## src/rtl/spi_cmd_pkg.sv

```systemverilog
package spi_cmd_pkg;
  localparam int BYTE_W    = 8;
  localparam int ADDR_W    = 5;
  localparam int MAX_BYTES = 3;
  localparam int VAL_W     = BYTE_W * MAX_BYTES;

  localparam logic [BYTE_W-1:0] OP_NOP    = 8'h00;
  localparam logic [BYTE_W-1:0] OP_STATUS = 8'hD0;
  localparam logic [2:0]        GRP_SET   = 3'b000;
  localparam logic [2:0]        GRP_GET   = 3'b001;

  typedef enum logic {DEC_CMD, DEC_DATA} dec_state_e;

  // Width in bytes of parameter a (a >= 1): 1,2,3,1,2,3,...
  function automatic logic [1:0] reg_bytes(input int a);
    return 2'(((a + 2) % 3) + 1);
  endfunction
endpackage

```

## src/rtl/spi_byte_shifter.sv

```systemverilog
module spi_byte_shifter
  import spi_cmd_pkg::*;
#(
  parameter int BW = BYTE_W
) (
  input  logic          clk,
  input  logic          rst_n,
  input  logic          sck,
  input  logic          cs_n,
  input  logic          mosi,
  input  logic          load_en,
  input  logic [BW-1:0] load_byte,
  output logic          miso,
  output logic          frame_valid,
  output logic [BW-1:0] rx_byte,
  output logic [BW-1:0] shreg_o
);
  localparam int CNT_W = (BW > 1) ? $clog2(BW) : 1;

  logic          sck_d, cs_d;
  logic [BW-1:0] sh_q, sh_d, save_q, save_d, rx_q, rx_d;
  logic [CNT_W-1:0] bit_q, bit_d;
  logic          full_q, full_d, miso_q, miso_d, fv_q, fv_d;
  logic          sck_rise, sck_fall, cs_fall, cs_rise, whole;

  assign sck_rise = sck & ~sck_d & ~cs_n;
  assign sck_fall = ~sck & sck_d & ~cs_n;
  assign cs_fall  = ~cs_n & cs_d;
  assign cs_rise  = cs_n & ~cs_d;
  assign whole    = full_q && (bit_q == '0);

  always_comb begin
    sh_d   = sh_q;
    save_d = save_q;
    bit_d  = bit_q;
    full_d = full_q;
    miso_d = miso_q;
    fv_d   = 1'b0;
    rx_d   = rx_q;
    if (cs_fall) begin
      save_d = sh_q;
      bit_d  = '0;
      full_d = 1'b0;
    end
    if (sck_rise) begin
      sh_d = {sh_q[BW-2:0], mosi};
      if (bit_q == CNT_W'(BW - 1)) begin
        bit_d  = '0;
        full_d = 1'b1;
      end else begin
        bit_d = bit_q + 1'b1;
      end
    end
    if (sck_fall) miso_d = sh_q[BW-1];
    if (cs_n)     miso_d = 1'b0;
    if (cs_rise) begin
      if (whole) begin
        fv_d = 1'b1;
        rx_d = sh_q;
      end else begin
        sh_d = save_q;
      end
    end
    if (load_en) sh_d = load_byte;
  end

  always_ff @(posedge clk or negedge rst_n) begin
    if (!rst_n) begin
      sck_d  <= 1'b1;
      cs_d   <= 1'b1;
      sh_q   <= '0;
      save_q <= '0;
      rx_q   <= '0;
      bit_q  <= '0;
      full_q <= 1'b0;
      miso_q <= 1'b0;
      fv_q   <= 1'b0;
    end else begin
      sck_d  <= sck;
      cs_d   <= cs_n;
      sh_q   <= sh_d;
      save_q <= save_d;
      rx_q   <= rx_d;
      bit_q  <= bit_d;
      full_q <= full_d;
      miso_q <= miso_d;
      fv_q   <= fv_d;
    end
  end

  assign miso        = miso_q;
  assign frame_valid = fv_q;
  assign rx_byte     = rx_q;
  assign shreg_o     = sh_q;
endmodule

```

## src/rtl/spi_param_regs.sv

```systemverilog
module spi_param_regs
  import spi_cmd_pkg::*;
#(
  parameter int NUM_REGS = 6
) (
  input  logic                      clk,
  input  logic                      rst_n,
  input  logic                      wr_en,
  input  logic [ADDR_W-1:0]         wr_addr,
  input  logic [VAL_W-1:0]          wr_data,
  input  logic [ADDR_W-1:0]         rd_addr,
  output logic [VAL_W-1:0]          rd_data,
  output logic [NUM_REGS*VAL_W-1:0] regs_flat
);
  for (genvar i = 0; i < NUM_REGS; i++) begin : g_reg
    localparam int RW = BYTE_W * int'(reg_bytes(i + 1));
    logic [RW-1:0] val_q, val_d;
    logic          hit;

    assign hit = wr_en && (wr_addr == ADDR_W'(i + 1));

    always_comb begin
      val_d = val_q;
      if (hit) val_d = wr_data[RW-1:0];
    end

    always_ff @(posedge clk or negedge rst_n) begin
      if (!rst_n) val_q <= '0;
      else        val_q <= val_d;
    end

    assign regs_flat[i*VAL_W +: VAL_W] = VAL_W'(val_q);
  end

  always_comb begin
    rd_data = '0;
    for (int i = 0; i < NUM_REGS; i++) begin
      if (rd_addr == ADDR_W'(i + 1)) rd_data = regs_flat[i*VAL_W +: VAL_W];
    end
  end
endmodule

```

## src/rtl/spi_cmd_decoder.sv

```systemverilog
module spi_cmd_decoder
  import spi_cmd_pkg::*;
#(
  parameter int              NUM_REGS = 6,
  parameter logic [BYTE_W-1:0] DEV_ID = 8'h5A
) (
  input  logic              clk,
  input  logic              rst_n,
  input  logic              frame_valid,
  input  logic [BYTE_W-1:0] rx_byte,
  output logic [ADDR_W-1:0] rd_addr,
  input  logic [VAL_W-1:0]  rd_data,
  output logic              load_en,
  output logic [BYTE_W-1:0] load_byte,
  output logic              wr_en,
  output logic [ADDR_W-1:0] wr_addr,
  output logic [VAL_W-1:0]  wr_data,
  output logic [1:0]        rq_cnt
);
  dec_state_e        st_q, st_d;
  logic [1:0]        left_q, left_d, cnt_q, cnt_d, nb;
  logic [ADDR_W-1:0] addr_q, addr_d, a;
  logic [VAL_W-1:0]  acc_q, acc_d, rq_q, rq_d, wdat_q, wdat_d, aligned;
  logic              bad_cmd_q, bad_cmd_d, bad_addr_q, bad_addr_d;
  logic              ld_q, ld_d, wr_q, wr_d;
  logic [BYTE_W-1:0] lb_q, lb_d;
  logic [ADDR_W-1:0] wa_q, wa_d;
  logic [2:0]        opc;
  logic              a_ok;

  assign opc     = rx_byte[BYTE_W-1 -: 3];
  assign a       = rx_byte[ADDR_W-1:0];
  assign a_ok    = (a != '0) && (int'(a) <= NUM_REGS);
  assign nb      = reg_bytes(int'(a));
  assign rd_addr = a;
  assign aligned = rd_data << (BYTE_W * (MAX_BYTES - int'(nb)));

  always_comb begin
    st_d       = st_q;
    left_d     = left_q;
    addr_d     = addr_q;
    acc_d      = acc_q;
    rq_d       = rq_q;
    cnt_d      = cnt_q;
    bad_cmd_d  = bad_cmd_q;
    bad_addr_d = bad_addr_q;
    ld_d       = 1'b0;
    lb_d       = '0;
    wr_d       = 1'b0;
    wa_d       = wa_q;
    wdat_d     = wdat_q;
    if (frame_valid) begin
      ld_d = 1'b1;
      if (st_q == DEC_DATA) begin
        acc_d  = {acc_q[VAL_W-BYTE_W-1:0], rx_byte};
        left_d = left_q - 1'b1;
        if (left_q == 2'd1) begin
          st_d   = DEC_CMD;
          wr_d   = 1'b1;
          wa_d   = addr_q;
          wdat_d = acc_d;
        end
      end else if (rx_byte == OP_NOP) begin
        if (cnt_q != 2'd0) begin
          lb_d  = rq_q[VAL_W-1 -: BYTE_W];
          rq_d  = rq_q << BYTE_W;
          cnt_d = cnt_q - 1'b1;
        end
      end else begin
        rq_d  = '0;
        cnt_d = 2'd0;
        if (rx_byte == OP_STATUS) begin
          lb_d       = DEV_ID;
          rq_d       = {{(BYTE_W-2){1'b0}}, bad_addr_q, bad_cmd_q,
                        {(VAL_W-BYTE_W){1'b0}}};
          cnt_d      = 2'd1;
          bad_cmd_d  = 1'b0;
          bad_addr_d = 1'b0;
        end else if (opc == GRP_GET && a_ok) begin
          lb_d  = aligned[VAL_W-1 -: BYTE_W];
          rq_d  = aligned << BYTE_W;
          cnt_d = nb - 2'd1;
        end else if (opc == GRP_SET && a_ok) begin
          st_d   = DEC_DATA;
          left_d = nb;
          addr_d = a;
          acc_d  = '0;
        end else if (opc == GRP_GET || opc == GRP_SET) begin
          bad_addr_d = 1'b1;
        end else begin
          bad_cmd_d = 1'b1;
        end
      end
    end
  end

  always_ff @(posedge clk or negedge rst_n) begin
    if (!rst_n) begin
      st_q       <= DEC_CMD;
      left_q     <= 2'd0;
      addr_q     <= '0;
      acc_q      <= '0;
      rq_q       <= '0;
      cnt_q      <= 2'd0;
      bad_cmd_q  <= 1'b0;
      bad_addr_q <= 1'b0;
      ld_q       <= 1'b0;
      lb_q       <= '0;
      wr_q       <= 1'b0;
      wa_q       <= '0;
      wdat_q     <= '0;
    end else begin
      st_q       <= st_d;
      left_q     <= left_d;
      addr_q     <= addr_d;
      acc_q      <= acc_d;
      rq_q       <= rq_d;
      cnt_q      <= cnt_d;
      bad_cmd_q  <= bad_cmd_d;
      bad_addr_q <= bad_addr_d;
      ld_q       <= ld_d;
      lb_q       <= lb_d;
      wr_q       <= wr_d;
      wa_q       <= wa_d;
      wdat_q     <= wdat_d;
    end
  end

  assign load_en   = ld_q;
  assign load_byte = lb_q;
  assign wr_en     = wr_q;
  assign wr_addr   = wa_q;
  assign wr_data   = wdat_q;
  assign rq_cnt    = cnt_q;
endmodule

```

## src/rtl/spi_chain_slave.sv

```systemverilog
module spi_chain_slave
  import spi_cmd_pkg::*;
#(
  parameter int                NUM_REGS = 6,
  parameter logic [BYTE_W-1:0] DEV_ID   = 8'h5A
) (
  input  logic                      clk,
  input  logic                      rst_n,
  input  logic                      sck,
  input  logic                      cs_n,
  input  logic                      mosi,
  output logic                      miso,
  output logic [NUM_REGS*VAL_W-1:0] param_regs
);
  logic              frame_valid, load_en, wr_en;
  logic [BYTE_W-1:0] rx_byte, load_byte, shreg;
  logic [ADDR_W-1:0] rd_addr, wr_addr;
  logic [VAL_W-1:0]  rd_data, wr_data;
  logic [1:0]        rq_cnt;

  spi_byte_shifter #(.BW(BYTE_W)) u_shift (
    .clk(clk), .rst_n(rst_n), .sck(sck), .cs_n(cs_n), .mosi(mosi),
    .load_en(load_en), .load_byte(load_byte), .miso(miso),
    .frame_valid(frame_valid), .rx_byte(rx_byte), .shreg_o(shreg)
  );

  spi_cmd_decoder #(.NUM_REGS(NUM_REGS), .DEV_ID(DEV_ID)) u_dec (
    .clk(clk), .rst_n(rst_n), .frame_valid(frame_valid), .rx_byte(rx_byte),
    .rd_addr(rd_addr), .rd_data(rd_data), .load_en(load_en),
    .load_byte(load_byte), .wr_en(wr_en), .wr_addr(wr_addr),
    .wr_data(wr_data), .rq_cnt(rq_cnt)
  );

  spi_param_regs #(.NUM_REGS(NUM_REGS)) u_regs (
    .clk(clk), .rst_n(rst_n), .wr_en(wr_en), .wr_addr(wr_addr),
    .wr_data(wr_data), .rd_addr(rd_addr), .rd_data(rd_data),
    .regs_flat(param_regs)
  );
endmodule

```

## config.mk

```make
export PLATFORM = sky130hd
export DESIGN_NAME = spi_chain_slave
export DESIGN_NICKNAME = d
export VERILOG_FILES = /design/src/rtl/spi_cmd_pkg.sv /design/src/rtl/spi_byte_shifter.sv /design/src/rtl/spi_param_regs.sv /design/src/rtl/spi_cmd_decoder.sv /design/src/rtl/spi_chain_slave.sv
export SDC_FILE = /design/constraint.sdc
export NUM_CORES = 1
export LEC_CHECK = 0
export BUFFER_PORTS_ARGS = -buffer_cell sky130_fd_sc_hd__clkbuf_2
export CORE_UTILIZATION = 50
export CTS_CLUSTER_DIAMETER = 100
export DETAILED_ROUTE_END_ITERATION = 8
export MAX_ROUTING_LAYER = met4
export PLACE_DENSITY = 0.74
export SYNTH_ARGS = -nofsm -noshare
export SYNTH_HDL_FRONTEND = slang
export SYNTH_HIERARCHICAL = 1
export SYNTH_SLANG_ARGS = --single-unit
```

## constraint.sdc

```tcl
create_clock -name clk -period 8.7 [get_ports clk]
set_clock_uncertainty 0.1 [all_clocks]
set_input_delay 0.435 -clock clk [delete_from_list [all_inputs] [get_ports clk]]
set_output_delay 0.435 -clock clk [all_outputs]
set_load 0.02 [all_outputs]
```

==> impl_metrics.ini <==
[outcome]
outcome = finished clean

[layout]
area_growth_pct = 11.0
mostFrequentLayoutCells = 208 x dfrtp_1, 118 x mux2_2, 100 x clkbuf_2, 48 x conb_1, 46 x nand2_1
layout.cells.non_filler = 1294
drive_gt1_share_pct = 29.9
nets = 1018
num-fill-cells = 1766
final_common_cell = dfrtp_1

[power]
p_per_area_nw_per_um2 = 179
swShare_pct = 23.1
vdd_drop_max_mv = 0.160
netSwitchingPower_uw = 496
clkPwrFrac_pct = 45.5
p_comb_share_pct = 5.6
leakage_nw = 5.97
seqPwrFrac_pct = 48.9
power_mw = 2.14
p_int_mw = 1.65

[yosys]
synthArstFlopShare_pct = 100
post_synth.cell_area_avg_sq_um = 11.6
synth_ff_type = dfrtp_1
synth_edf_count = 0
ys_ff_latch = 211
synth_cell_types = 86
synth_warnings = 6
syn_area_sq_um = 10800
netlist_instances = 929
yosysSeqAreaShare_pct = 49.0

[drt]
first_pass_iters = 5
postRouteAntennaNets = 0
vias = 7662
drc_errors = 0
viasPerCell = 5.92
initialDrtViolationCount = 588
wl_per_cell_um = 20.7
wirelength_mm = 26.8

[clock_tree]
cts.htree.levels = 1
cts_tree = done
worst_skew_pair.late_latency_ns = 0.51
cts.sink_count = 211
clk_pin_slew_ns = 0.06
root_buffer = clkbuf_16
clk_path_buf_depth = 3
postCtsSetupRepairBufs = 0
cts_made_buffers = 23

[timing]
fmax_ghz = 0.157
setup_viol = 0
fin_tns_setup_ns = 0
layout_setup_ws_ns = 2.34
worst_pin_slew_ns = 1.31
hold_violations = 0
period_needed_ns = 6.36
rsz0062_at_grt = false
slew_violations = 0
slew_headroom_pct = 12.6
post-route-period-util_pct = 73.1

[critical_path]
crit_start = u_shift/rx_byte[2]
crit_fanout = 29
crit_required_ns = 9.03
critical_path_buf_inv_count = 1
crit_top_cell = ha_1
r2r_cells = 16
max_stage_delay_ns = 0.89
r2r-start = u_shift/rx_byte[2]
worstSetupEndpoint = u_dec/rq_q[23]
critPathArrivalTime_ns = 6.69
cpMaxStageDelayCell = dfrtp_1
path_cells = ha_1, and3_1, ha_1, nand2b_1, a32oi_2, and2_2, o21ai_1, a2111oi_2, mux2i_1, inv_2, ha_1, a2111o_1, o21ai_1, a21boi_2, mux2_4, o22ai_1
r2r_end = u_dec/rq_q[23]
critPathKind = reg2reg
end_kind = flip-flop
crit_family = compound AO/OA/AOI/OAI gates
crit_cells = 16
r2r_slack_ns = 2.34
worst_setup_path_start_kind = flip-flop

[die]
ioPinCount = 150
die_w_um = 149
coreArea_sq_um = 21100
dieArea_sq_um = 22200
start_util_pct = 51.1
std_cell_rows = 53
dieHeight_um = 149

[place]
portBuffers = 101
dp.cells = 1250
hpwlAfterDp_mm = 18.0
dp_slack_ns = 2.39
finalWeightedCongestion = 0.956

[job]
maxCapViolCount = 0

[global_route]
grt_pass1_vias = 7453
track_usage_pct = 25.4
grt_pass1_wl_mm = 42.3
grt_start_max_net_pins = 83
overflow = 0
antenna_found_initial = 1

[worst_hold_path]
hold_path.class = in2reg
power groups by stage:
| stage | sequential [mW] | clock [mW] | combinational [mW] |
|---|---|---|---|
| after detailed placement | 1.06 | 0 | 0.120 |
| final | 1.05 | 0.975 | 0.120 |
| after floorplan | 1.05 | 0 | 0.104 |
| after global routing | 1.05 | 1.04 | 0.135 |
| after CTS | 1.05 | 0.997 | 0.121 |
| after global placement | 1.06 | 0 | 0.118 |
how the worst min path moves through the flow:
stage	from	endpoint	slack (ns)	cells after the start
finish	cs_n	u_shift/cs_d	0.02	1
global route	cs_n	u_shift/cs_d	0.01	1
CTS	cs_n	u_shift/cs_d	0.003	1
detailed placement	rst_n	u_regs/g_reg[4].val_q[2]	0.36	1
global placement	rst_n	u_regs/g_reg[2].val_q[2]	0.36	1
floorplan	rst_n	u_dec/acc_q[0]	0.04	0
timing repair:
item / CTS / global route
hold endpoints to repair: 64 / 0
hold buffers: 2 / 0
endpoints found under the setup margin: 0 / 0
gates resized for setup: 0 / 0
synth_stat cells (5+ instances only):
library cell / instances / area share, %
a21oi_1: 40 / 1.9
inv_1: 29 / 1.0
and3_1: 6 / 0.35
buf_2: 18 / 0.84
mux2_1: 24 / 2.5
and2_1: 6 / 0.35
a222oi_1: 7 / 0.65
clkbuf_1: 23 / 0.80
dfrtp_1: 209 / 49
buf_1: 5 / 0.17
nor2b_1: 5 / 0.29
nand2b_1: 10 / 0.58
a31oi_1: 5 / 0.29
o21ai_0: 20 / 0.93
a211o_1: 7 / 0.57
and3b_1: 7 / 0.57
o21ai_1: 10 / 0.46
nor4_1: 9 / 0.52
nand3_1: 16 / 0.74
a32oi_1: 14 / 1.1
or3_1: 7 / 0.41
ha_1: 11 / 1.3
or2_2: 8 / 0.46
a2bb2oi_1: 8 / 0.65
a22o_1: 34 / 2.8
mux2_2: 118 / 12
mux2i_1: 37 / 3.4
o22ai_1: 7 / 0.41
nand2_1: 46 / 1.6
buf_4: 59 / 4.1
nor2_1: 39 / 1.4
nor3_1: 9 / 0.42
cell families after synthesis:
logic type | synth area share [%]
and+or+nand+nor | 10.0
xor gates and xnor gates | 0.499
DFF | 49.0
buffers and inverters | 7.57
AOI/OAI and AO/OA | 13.0
adders and majority gates | 1.28
muxes | 18.6
other | 0.0348
layout make-up:
class                      count  area [sq um]  area share (%)
antenna                        1          2.50          0.0209
clock buffer                  31           656            5.48
clock inverter                10           105           0.878
inverter                      30           113           0.941
multi-input combinational    625          4870            40.7
sequential                   211          5280            44.2
tap                          275           344            2.88
timing repair buffer         111           594            4.97
layer usage:
layer / up-vias / global-route usage (%) / share of wire, %
met5: - / - / 0
met4: 0 / 8.42 / 2.8
met2: 321 / 38.0 / 46
met1: 3860 / 35.2 / 44
li1: 3418 / - / -
met3: 63 / 4.34 / 7.6
state kept, by name (all words and copies together) (netlist names), 2 cells and up:
name	flops
u_regs/g.val_q	96
u_dec/wr_data	24
u_dec/acc_q	16
u_dec/rq_q	16
u_dec/load_byte	8
u_shift/rx_byte	8
u_shift/save_q	8
u_shift/shreg_o	8
u_dec/addr_q	5
u_dec/wr_addr	5
u_shift/bit_q	3
u_dec/left_q	2
u_dec/rq_cnt	2
per-stage QoR:
step	area (sq um)	utilization [%]	hold slack (ns)
final	12000	56.8	0.0159
after global routing	12000	56.8	0.0142
after CTS	12000	56.7	0.00299
after detailed placement	11200	53.0	0.358
after global placement	11200	53.0	0.358
after floorplan	11000	-	0.0394
(Power assumes the default switching activity.)
